[src/rtl/spi_hs_pkg.sv]
package spi_hs_pkg;
    typedef enum logic [2:0] {
        ST_IDLE,
        ST_WAIT,
        ST_LEAD,
        ST_SHIFT,
        ST_DONE
    } state_t;
endpackage

[src/rtl/spi_hs_sync.sv]
module spi_hs_sync #(
    parameter int STAGES = 2
) (
    input  logic clk,
    input  logic rst_n,
    input  logic d,
    output logic q
);
    logic [STAGES-1:0] ff;

    always_ff @(posedge clk) begin
        if (!rst_n) ff <= '0;
        else        ff <= {ff[STAGES-2:0], d};
    end

    assign q = ff[STAGES-1];
endmodule

[src/rtl/spi_hs_clkgen.sv]
module spi_hs_clkgen #(
    parameter int DIV_W = 8
) (
    input  logic             clk,
    input  logic             rst_n,
    input  logic             run,
    input  logic [DIV_W-1:0] half,
    output logic             tick
);
    logic [DIV_W-1:0] cnt;

    assign tick = run && (cnt == half - DIV_W'(1));

    always_ff @(posedge clk) begin
        if (!rst_n || !run) cnt <= '0;
        else if (tick)      cnt <= '0;
        else                cnt <= cnt + DIV_W'(1);
    end
endmodule

[src/rtl/spi_hs_shifter.sv]
module spi_hs_shifter #(
    parameter int W = 16
) (
    input  logic         clk,
    input  logic         rst_n,
    input  logic         load,
    input  logic [W-1:0] load_val,
    input  logic         sample,
    input  logic         shift,
    input  logic         miso,
    output logic         mosi,
    output logic [W-1:0] word,
    output logic         held_bit
);
    logic [W-1:0] sh;
    logic         bit_q;

    always_ff @(posedge clk) begin
        if (!rst_n) begin
            sh    <= '0;
            bit_q <= 1'b0;
        end else begin
            if (load)        sh <= load_val;
            else if (shift)  sh <= {sh[W-2:0], bit_q};
            if (sample)      bit_q <= miso;
        end
    end

    assign mosi     = sh[W-1];
    assign word     = sh;
    assign held_bit = bit_q;
endmodule

[src/rtl/spi_hs_master.sv]
module spi_hs_master
    import spi_hs_pkg::*;
#(
    parameter int WORD_W = 16,
    parameter int DIV_W  = 8
) (
    input  logic              clk,
    input  logic              rst_n,
    input  logic              cfg_cpol,
    input  logic              cfg_cpha,
    input  logic              cfg_hs_en,
    input  logic [DIV_W-1:0]  cfg_div,
    input  logic [WORD_W-1:0] tx_data,
    input  logic              start,
    output logic [WORD_W-1:0] rx_data,
    output logic              busy,
    output logic              done,
    output logic              sclk,
    output logic              mosi,
    input  logic              miso,
    output logic              cs_n,
    input  logic              rdy_in
);
    localparam int EDGES  = 2 * WORD_W;
    localparam int EDGE_W = $clog2(EDGES);

    state_t state, nxt;

    logic              cpol_q, cpha_q, hs_q;
    logic [DIV_W-1:0]  half_q;
    logic [EDGE_W-1:0] edge_q;
    logic              sclk_q, done_q;
    logic [WORD_W-1:0] rx_q;
    logic              rdy_s, tick, run;
    logic              leading, shift_tick, last_edge;
    logic              load, sample_en, shift_en;
    logic [WORD_W-1:0] sh_word;
    logic              sh_bit;

    spi_hs_sync #(.STAGES(2)) u_sync (
        .clk(clk), .rst_n(rst_n), .d(rdy_in), .q(rdy_s)
    );

    assign run = (state == ST_LEAD) || (state == ST_SHIFT);

    spi_hs_clkgen #(.DIV_W(DIV_W)) u_clkgen (
        .clk(clk), .rst_n(rst_n), .run(run), .half(half_q), .tick(tick)
    );

    assign load       = (state == ST_IDLE) && start;
    assign leading    = ~edge_q[0];
    assign shift_tick = (state == ST_SHIFT) && tick;
    assign last_edge  = (edge_q == EDGE_W'(EDGES - 1));
    assign sample_en  = shift_tick && (leading ^ cpha_q);
    assign shift_en   = shift_tick && !(leading ^ cpha_q)
                        && !(cpha_q && edge_q == '0);

    spi_hs_shifter #(.W(WORD_W)) u_shift (
        .clk(clk), .rst_n(rst_n), .load(load), .load_val(tx_data),
        .sample(sample_en), .shift(shift_en), .miso(miso),
        .mosi(mosi), .word(sh_word), .held_bit(sh_bit)
    );

    // state register
    always_ff @(posedge clk) begin
        if (!rst_n) state <= ST_IDLE;
        else        state <= nxt;
    end

    // transitions
    always_comb begin
        nxt = state;
        unique case (state)
            ST_IDLE:  if (start)  nxt = cfg_hs_en ? ST_WAIT : ST_LEAD;
            ST_WAIT:  if (rdy_s)  nxt = ST_LEAD;
            ST_LEAD:  if (tick)   nxt = ST_SHIFT;
            ST_SHIFT: if (tick && last_edge) nxt = ST_DONE;
            ST_DONE:  nxt = ST_IDLE;
            default:  nxt = ST_IDLE;
        endcase
    end

    // datapath registers
    always_ff @(posedge clk) begin
        if (!rst_n) begin
            cpol_q <= 1'b0;
            cpha_q <= 1'b0;
            hs_q   <= 1'b0;
            half_q <= DIV_W'(1);
            edge_q <= '0;
            sclk_q <= 1'b0;
            done_q <= 1'b0;
            rx_q   <= '0;
        end else begin
            done_q <= (state == ST_DONE);
            if (state == ST_IDLE) begin
                sclk_q <= cfg_cpol;
                edge_q <= '0;
                if (start) begin
                    cpol_q <= cfg_cpol;
                    cpha_q <= cfg_cpha;
                    hs_q   <= cfg_hs_en;
                    half_q <= (cfg_div == '0) ? DIV_W'(1) : cfg_div;
                end
            end
            if (shift_tick) begin
                sclk_q <= ~sclk_q;
                edge_q <= edge_q + EDGE_W'(1);
            end
            if (state == ST_DONE)
                rx_q <= cpha_q ? {sh_word[WORD_W-2:0], sh_bit} : sh_word;
        end
    end

    // outputs
    always_comb begin
        busy    = (state != ST_IDLE);
        cs_n    = !((state == ST_LEAD) || (state == ST_SHIFT) || (state == ST_DONE));
        done    = done_q;
        rx_data = rx_q;
        sclk    = sclk_q;
    end
endmodule

[config.mk]
export PLATFORM = sky130hd
export DESIGN_NAME = spi_hs_master
export DESIGN_NICKNAME = d
export VERILOG_FILES = /design/src/rtl/spi_hs_pkg.sv /design/src/rtl/spi_hs_sync.sv /design/src/rtl/spi_hs_clkgen.sv /design/src/rtl/spi_hs_shifter.sv /design/src/rtl/spi_hs_master.sv
export SDC_FILE = /design/constraint.sdc
export NUM_CORES = 1
export LEC_CHECK = 0
export BUFFER_PORTS_ARGS = -buffer_cell sky130_fd_sc_hd__clkbuf_2
export CAP_MARGIN = 20
export CORE_MARGIN = 2
export CORE_UTILIZATION = 40
export CTS_CLUSTER_DIAMETER = 40
export CTS_CLUSTER_SIZE = 20
export DETAILED_ROUTE_END_ITERATION = 6
export GPL_TIMING_DRIVEN = 1
export PLACE_DENSITY_LB_ADDON = 0.2
export SYNTH_ARGS = -nofsm -noshare
export SYNTH_HDL_FRONTEND = slang
export SYNTH_HIERARCHICAL = 1
export SYNTH_SLANG_ARGS = --single-unit
[constraint.sdc]
create_clock -name clk -period 3.66 [get_ports clk]
set_input_delay 0.732 -clock clk [delete_from_list [all_inputs] [get_ports clk]]
set_output_delay 0.732 -clock clk [all_outputs]
set_load 0.02 [all_outputs]
==> impl_metrics.yaml, run 1 <==
routing:
  drc: 0
  ant_nets: 0
  wl_per_cell_um: 13.8
  drt_pass1_iterations: 4
  routed_wl_mm: 6.76
  vias: 2551
  drt-initial-drc-count: 91
  drt-vias-per-instance: 5.20
worst_setup_path:
  crit_slowest_cell: "dfxtp_1"
  critPathTopFamily: "simple AND/OR/NAND/NOR gates"
  path_class: "reg -> reg"
  cp_slowest_stage_delay_ns: 0.44
  critical_path.startpoint_type: "register"
  worstPathCellList: "inv_1 > ha_1 > xnor2_1 > and4b_1 > a41oi_1 > nand2_1 > and2_1 > nand4b_1 > a21oi_2 > buf_4 > mux2_2 > o211a_1"
  critPathArrivalTime_ns: 3.48
  cp_max_fo: 16
  required_ns: 3.88
  endpoint_kind: "register"
  crit_buf_inv: 2
synthesis:
  async_flop_share_pct: 0
  synth_top_cell_by_area: "dfxtp_1"
  yosysWarningCount: 6
  synth_seq_cells: 62
  syn-cell-area_um2: 3160
  synth_top_flop_cell: "dfxtp_1"
  syn_inst: 334
  syn_avg_cell_area_um2: 9.47
  synth_top_cells_by_count: "dfxtp_1 (62), nor2_1 (26), nand2_1 (25)"
  synth_edf_count: 0
  synth_top_area_share_pct: 39.3
  synth_nets: 371
  yosysMostFrequentCell: "dfxtp_1"
  ys_types: 48
  netlist_top_cells_area: "dfxtp_1 (39%), a211oi_1 (5.5%), mux2i_1 (5.4%)"
  ys_seq_area_share_pct: 39.3
layout:
  area_delta_synth_final_pct: 15.9
  antenna_cells: 0
  drive_gt1_share_pct: 25.2
  layout.nets: 421
  fin_cells: 491
clocking:
  clock_sinks: 62
  cts_tree: "done"
  clock_path_buffers: 2
  holdBufCountCts: 0
  clock_latency_ns: 0.34
  cts.repair.resized: 0
  cts-root-buf: "clkbuf_8"
  htree_levels: 3
  numCtsBuffers: 9
  post_cts_buffers: 0
  clkTransAtPathRegs_ns: 0.07
job:
  cap_violations: 0
placed_design:
  hpwl_mm: 4.62
  port_buffers: 52
  dpl.cell_count: 475
  place_congestion: 0.827
floorplanning:
  num_rows: 32
  fp.coreArea_um2: 7690
  die_x_um: 92.9
  die_y_um: 92.9
  die_area_um2: 8630
  start_util_pct: 41.1
  ioPinCount: 53
sta:
  slew-limit-headroom_pct: 30.4
  worstMarginPinSlew_ns: 1.04
  rsz0062_at_grt: "no"
  fin_hold_ws_ns: 0.439
  max_freq_ghz: 0.307
  drv_slew: 0
  fin_skew_ns: 0.00955
  hold_violations: 0
  fin_crit_sh_pct: 89.0
  period_minus_slack_ns: 3.26
  setup_viol: 0
  fin_tns_setup_ns: 0
power_and_ir_drop:
  p_leak_nw: 1.55
  vdd_drop_max_uv: 212
  power_density_nw_per_um2: 462
grt:
  grt_pass1_wl_mm: 11.1
  grt_max_degree: 33
  grt_pass1_vias: 2333
  grt_usage_pct: 16.3
  grt_overflow_total: 0
  antenna_found_initial: 0
hold_path:
  min_path_type: "reg -> reg"
run_status:
  outcome: "complete, no violations"
metrics by stage:
stage	utilization (%)	instance area, µm²	power (mW)	worst slack [ns]
3_3_place_gp	45.3	3480	1.14	0.550
4_1_cts	47.7	3670	1.71	0.421
5_1_grt	47.7	3670	1.78	0.177
6_report	47.7	3670	1.69	0.403
3_5_place_dp	45.3	3480	1.15	0.432
2_1_floorplan	-	3160	1.05	0.641
cells by family (layout without fill, tap and decap cells):
family | after synthesis | count (layout) | synth area share (%)
muxes | 33 | 33 | 12.3
buffers and inverters | 28 | 83 | 4.95
DFF | 62 | 62 | 39.3
adders and majority gates | 5 | 5 | 1.98
xor gates and xnor gates | 18 | 18 | 4.99
AOI/OAI and AO/OA | 76 | 76 | 17.5
and+or+nand+nor | 112 | 112 | 19.0
power breakdown:
group | leakage, nW | switching (mW) | internal (mW)
sequential | 0.506 | 0.0519 | 0.725
clock | 0.0954 | 0.263 | 0.299
combinational | 0.952 | 0.195 | 0.158
total | 1.55 | 0.510 | 1.18
sequential cells by signal (all words and copies together) (netlist names), 2 cells and up:
| signal | cells |
|---|---|
| state | 3 |
| u_shift/word | 16 |
| half_q | 8 |
| u_clkgen/cnt | 8 |
| u_sync/ff | 2 |
| rx_data | 16 |
| edge_q | 5 |
layer usage:
layer | vias to the layer above | global-route usage, % | routed length (µm)
met5 | - | 0 | 0
met4 | 0 | 8.33 | 126
met3 | 11 | 2.85 | 228
met2 | 45 | 25.1 | 3030
met1 | 1190 | 21.7 | 3370
li1 | 1305 | - | -
worst paths after layout:
kind,startpoint,endpoint,slack [ns],depth (start not counted)
worst max-delay path,half_q[0]$_SDFFE_PN1P_,u_shift/word[13]$_SDFFE_PN0P_,0.40,12
worst min-delay path,u_sync/ff[0]$_SDFF_PN0_,u_sync/ff[1]$_SDFF_PN0_,0.44,1
worst max register to register,half_q[0]$_SDFFE_PN1P_,u_shift/word[13]$_SDFFE_PN0P_,0.40,12
worst min register to register,u_sync/ff[0]$_SDFF_PN0_,u_sync/ff[1]$_SDFF_PN0_,0.44,1
layout by cell type, fill, tap and decap left out, types with 12 or more instances in the layout:
| cell type | netlist | routed |
|---|---|---|
| a21oi_1 | 18 | 17 |
| xnor2_1 | 12 | 12 |
| mux2i_1 | 17 | 17 |
| a211oi_1 | 23 | 23 |
| dfxtp_1 | 62 | 62 |
| nor2_1 | 26 | 26 |
| clkbuf_2 | 0 | 52 |
| nand2b_1 | 19 | 19 |
| clkbuf_8 | 0 | 12 |
| nand2_1 | 25 | 25 |
| o211a_1 | 17 | 17 |
layout make-up:
type | count | area (µm²)
fill | 799 | 4020
clock inverter | 3 | 17.5
timing repair buffer | 59 | 313
sequential | 62 | 1240
inverter | 8 | 30.0
clock buffer | 13 | 169
tap | 102 | 128
multi-input combinational | 244 | 1770
Note: power is estimated with default switching activity, not from simulation.
==> run 2: changes to the inputs <==
Settings changed: CORE_UTILIZATION 40 to 55, PLACE_DENSITY from default to 0.78, PLACE_DENSITY_LB_ADDON 0.2 to default, SYNTH_HIERARCHICAL 1 to default.
==> run 2 against run 1 <==
Against the previous run:
- sequential power shrank 2%
- flip-flop and latch count is the same
- setup slack gained 0.43 ns
- clock power grew 32%
- largest cell class unchanged
- largest power group unchanged
- highest routed layer unchanged
==> impl_metrics.yaml, run 2 <==
synthesis:
  netlist_top_cells_area: "dfxtp_1 (38%), a211oi_2 (6.1%), nand2_1 (5.3%)"
  synth_top_area_share_pct: 37.8
  ys_seq_area_share_pct: 37.8
  yosysWarningCount: 0
  synth_seq_cells: 62
  syn_inst: 364
  syn-cell-area_um2: 3290
  synth_nets: 401
  async_flop_share_pct: 0
  synth_top_flop_cell: "dfxtp_1"
  ys_types: 56
  synth_top_cell_by_area: "dfxtp_1"
  syn_avg_cell_area_um2: 9.03
  synth_edf_count: 0
  yosysMostFrequentCell: "dfxtp_1"
  synth_top_cells_by_count: "dfxtp_1 (62), nand2_1 (46), nor2_1 (31)"
sta:
  hold_violations: 0
  fin_skew_ns: 0.0105
  rsz0062_at_grt: "no"
  fin_tns_setup_ns: 0
  max_freq_ghz: 0.354
  setup_viol: 0
  slew-limit-headroom_pct: 49.2
  period_minus_slack_ns: 2.82
  setup_ws_ns: 0.836
  drv_slew: 0
  fin_crit_sh_pct: 77.1
  fin_hold_ws_ns: 0.446
  worstMarginPinSlew_ns: 0.762
clocking:
  clkTransAtPathRegs_ns: 0.07
  cts_tree: "done"
  clock_sinks: 62
  clock_latency_ns: 0.35
  holdBufCountCts: 0
  cts-root-buf: "clkbuf_8"
  htree_levels: 3
  cts.repair.resized: 0
  post_cts_buffers: 0
  numCtsBuffers: 9
  clock_path_buffers: 2
floorplanning:
  ioPinCount: 53
  num_rows: 28
  die_x_um: 81.3
  die_area_um2: 6610
  fp.coreArea_um2: 5850
  die_y_um: 81.3
  start_util_pct: 56.2
routing:
  wl_per_cell_um: 14.8
  drt-initial-drc-count: 136
  drc: 0
  drt_pass1_iterations: 4
  ant_nets: 0
  routed_wl_mm: 7.17
  drt-vias-per-instance: 5.74
  vias: 2783
layout:
  area_delta_synth_final_pct: 15.5
  design_area_um2: 3790
  layout.nets: 442
  utilization_pct: 64.9
  final_cell_mix: "dfxtp_1 (62), clkbuf_2 (52), nand2_1 (46)"
  nFillCells: 495
  antenna_cells: 0
  fin_cells: 485
  drive_gt1_share_pct: 26.8
  layout_commonest_cell: "dfxtp_1"
worst_setup_path:
  required_ns: 3.93
  endpoint_kind: "register"
  critical_path.startpoint_type: "register"
  critPathArrivalTime_ns: 3.09
  cp_max_fo: 24
  path_class: "reg -> reg"
placed_design:
  dpl.cell_count: 469
  port_buffers: 52
  place_congestion: 0.900
  dpl_cell_area_um2: 3540
  dp_slack_ns: 0.896
  hpwl_mm: 4.91
power_and_ir_drop:
  intPower_mw: 1.32
  power_density_nw_per_um2: 476
  vdd_drop_max_uv: 267
  power.switching_uw: 490
  clkPwrFrac_pct: 40.9
  finalPower_mw: 1.81
  swShare_pct: 27.1
  pwr-share-seq_pct: 42.2
  p_leak_nw: 1.67
  p_comb_share_pct: 16.9
job:
  cap_violations: 0
hold_path:
  min_path_type: "reg -> reg"
grt:
  grt_pass1_wl_mm: 11.7
  grt_max_degree: 43
  grt_pass1_vias: 2512
  antenna_found_initial: 0
  grt_usage_pct: 23.3
  grt_overflow_total: 0
run_status:
  outcome: "complete, no violations"
==> run 2: cell type report <==
type	instances	area, µm²	share of cell area (%)
clock buffers	14	193	5.08
clock inverters	2	60.1	1.58
inverters	7	26.3	0.692
multi-input cells	268	1880	49.6
flip-flops and latches	62	1240	32.7
well taps	75	93.8	2.47
repair buffers	57	298	7.85
==> run 2: worst paths after layout <==
kind,from,endpoint,slack (ns),cells past startpoint
worst max register to register,half_q[0]$_SDFFE_PN1P_,u_shift.word[10]$_SDFFE_PN0P_,0.84,10
worst max-delay path,half_q[0]$_SDFFE_PN1P_,u_shift.word[10]$_SDFFE_PN0P_,0.84,10
worst min register to register,u_sync.ff[0]$_SDFF_PN0_,u_sync.ff[1]$_SDFF_PN0_,0.45,1
worst min-delay path,u_sync.ff[0]$_SDFF_PN0_,u_sync.ff[1]$_SDFF_PN0_,0.45,1
==> run 2: cells by family (layout without fill, tap and decap cells) <==
group / after synthesis / after routing / synth area share, %
DFF: 62 / 62 / 37.8
xor gates and xnor gates: 15 / 15 / 4.00
and+or+nand+nor: 147 / 147 / 24.7
buffers and inverters: 34 / 80 / 5.29
muxes: 17 / 17 / 5.18
AOI/OAI and AO/OA: 84 / 84 / 21.2
adders and majority gates: 5 / 5 / 1.90
==> run 2: layer usage <==
metal  track usage [%]  vias to the layer above  wire length, µm
met2              39.3                       55             3560
met4              12.5                        0              155
li1                  -                     1389                -
met1              28.2                     1328             3210
met3              4.22                       11              252
met5                 0                        -                0
==> run 2: power groups by stage <==
stage	logic, mW	registers (mW)	clock network [mW]
floorplan	0.241	0.761	0
global placement	0.294	0.774	0
detailed placement	0.303	0.776	0
CTS	0.306	0.762	0.755
global route	0.338	0.768	0.784
finish	0.305	0.763	0.740
==> run 2: worst max-delay path: stages, from the launching register on <==
cell,delay (ns)
dfxtp_1,0.39
inv_1,0.08
ha_1,0.31
xnor2_1,0.18
o2bb2ai_1,0.13
a211o_1,0.33
a21oi_2,0.13
and4b_2,0.68
buf_4,0.31
nor3_2,0.06
a211oi_2,0.14
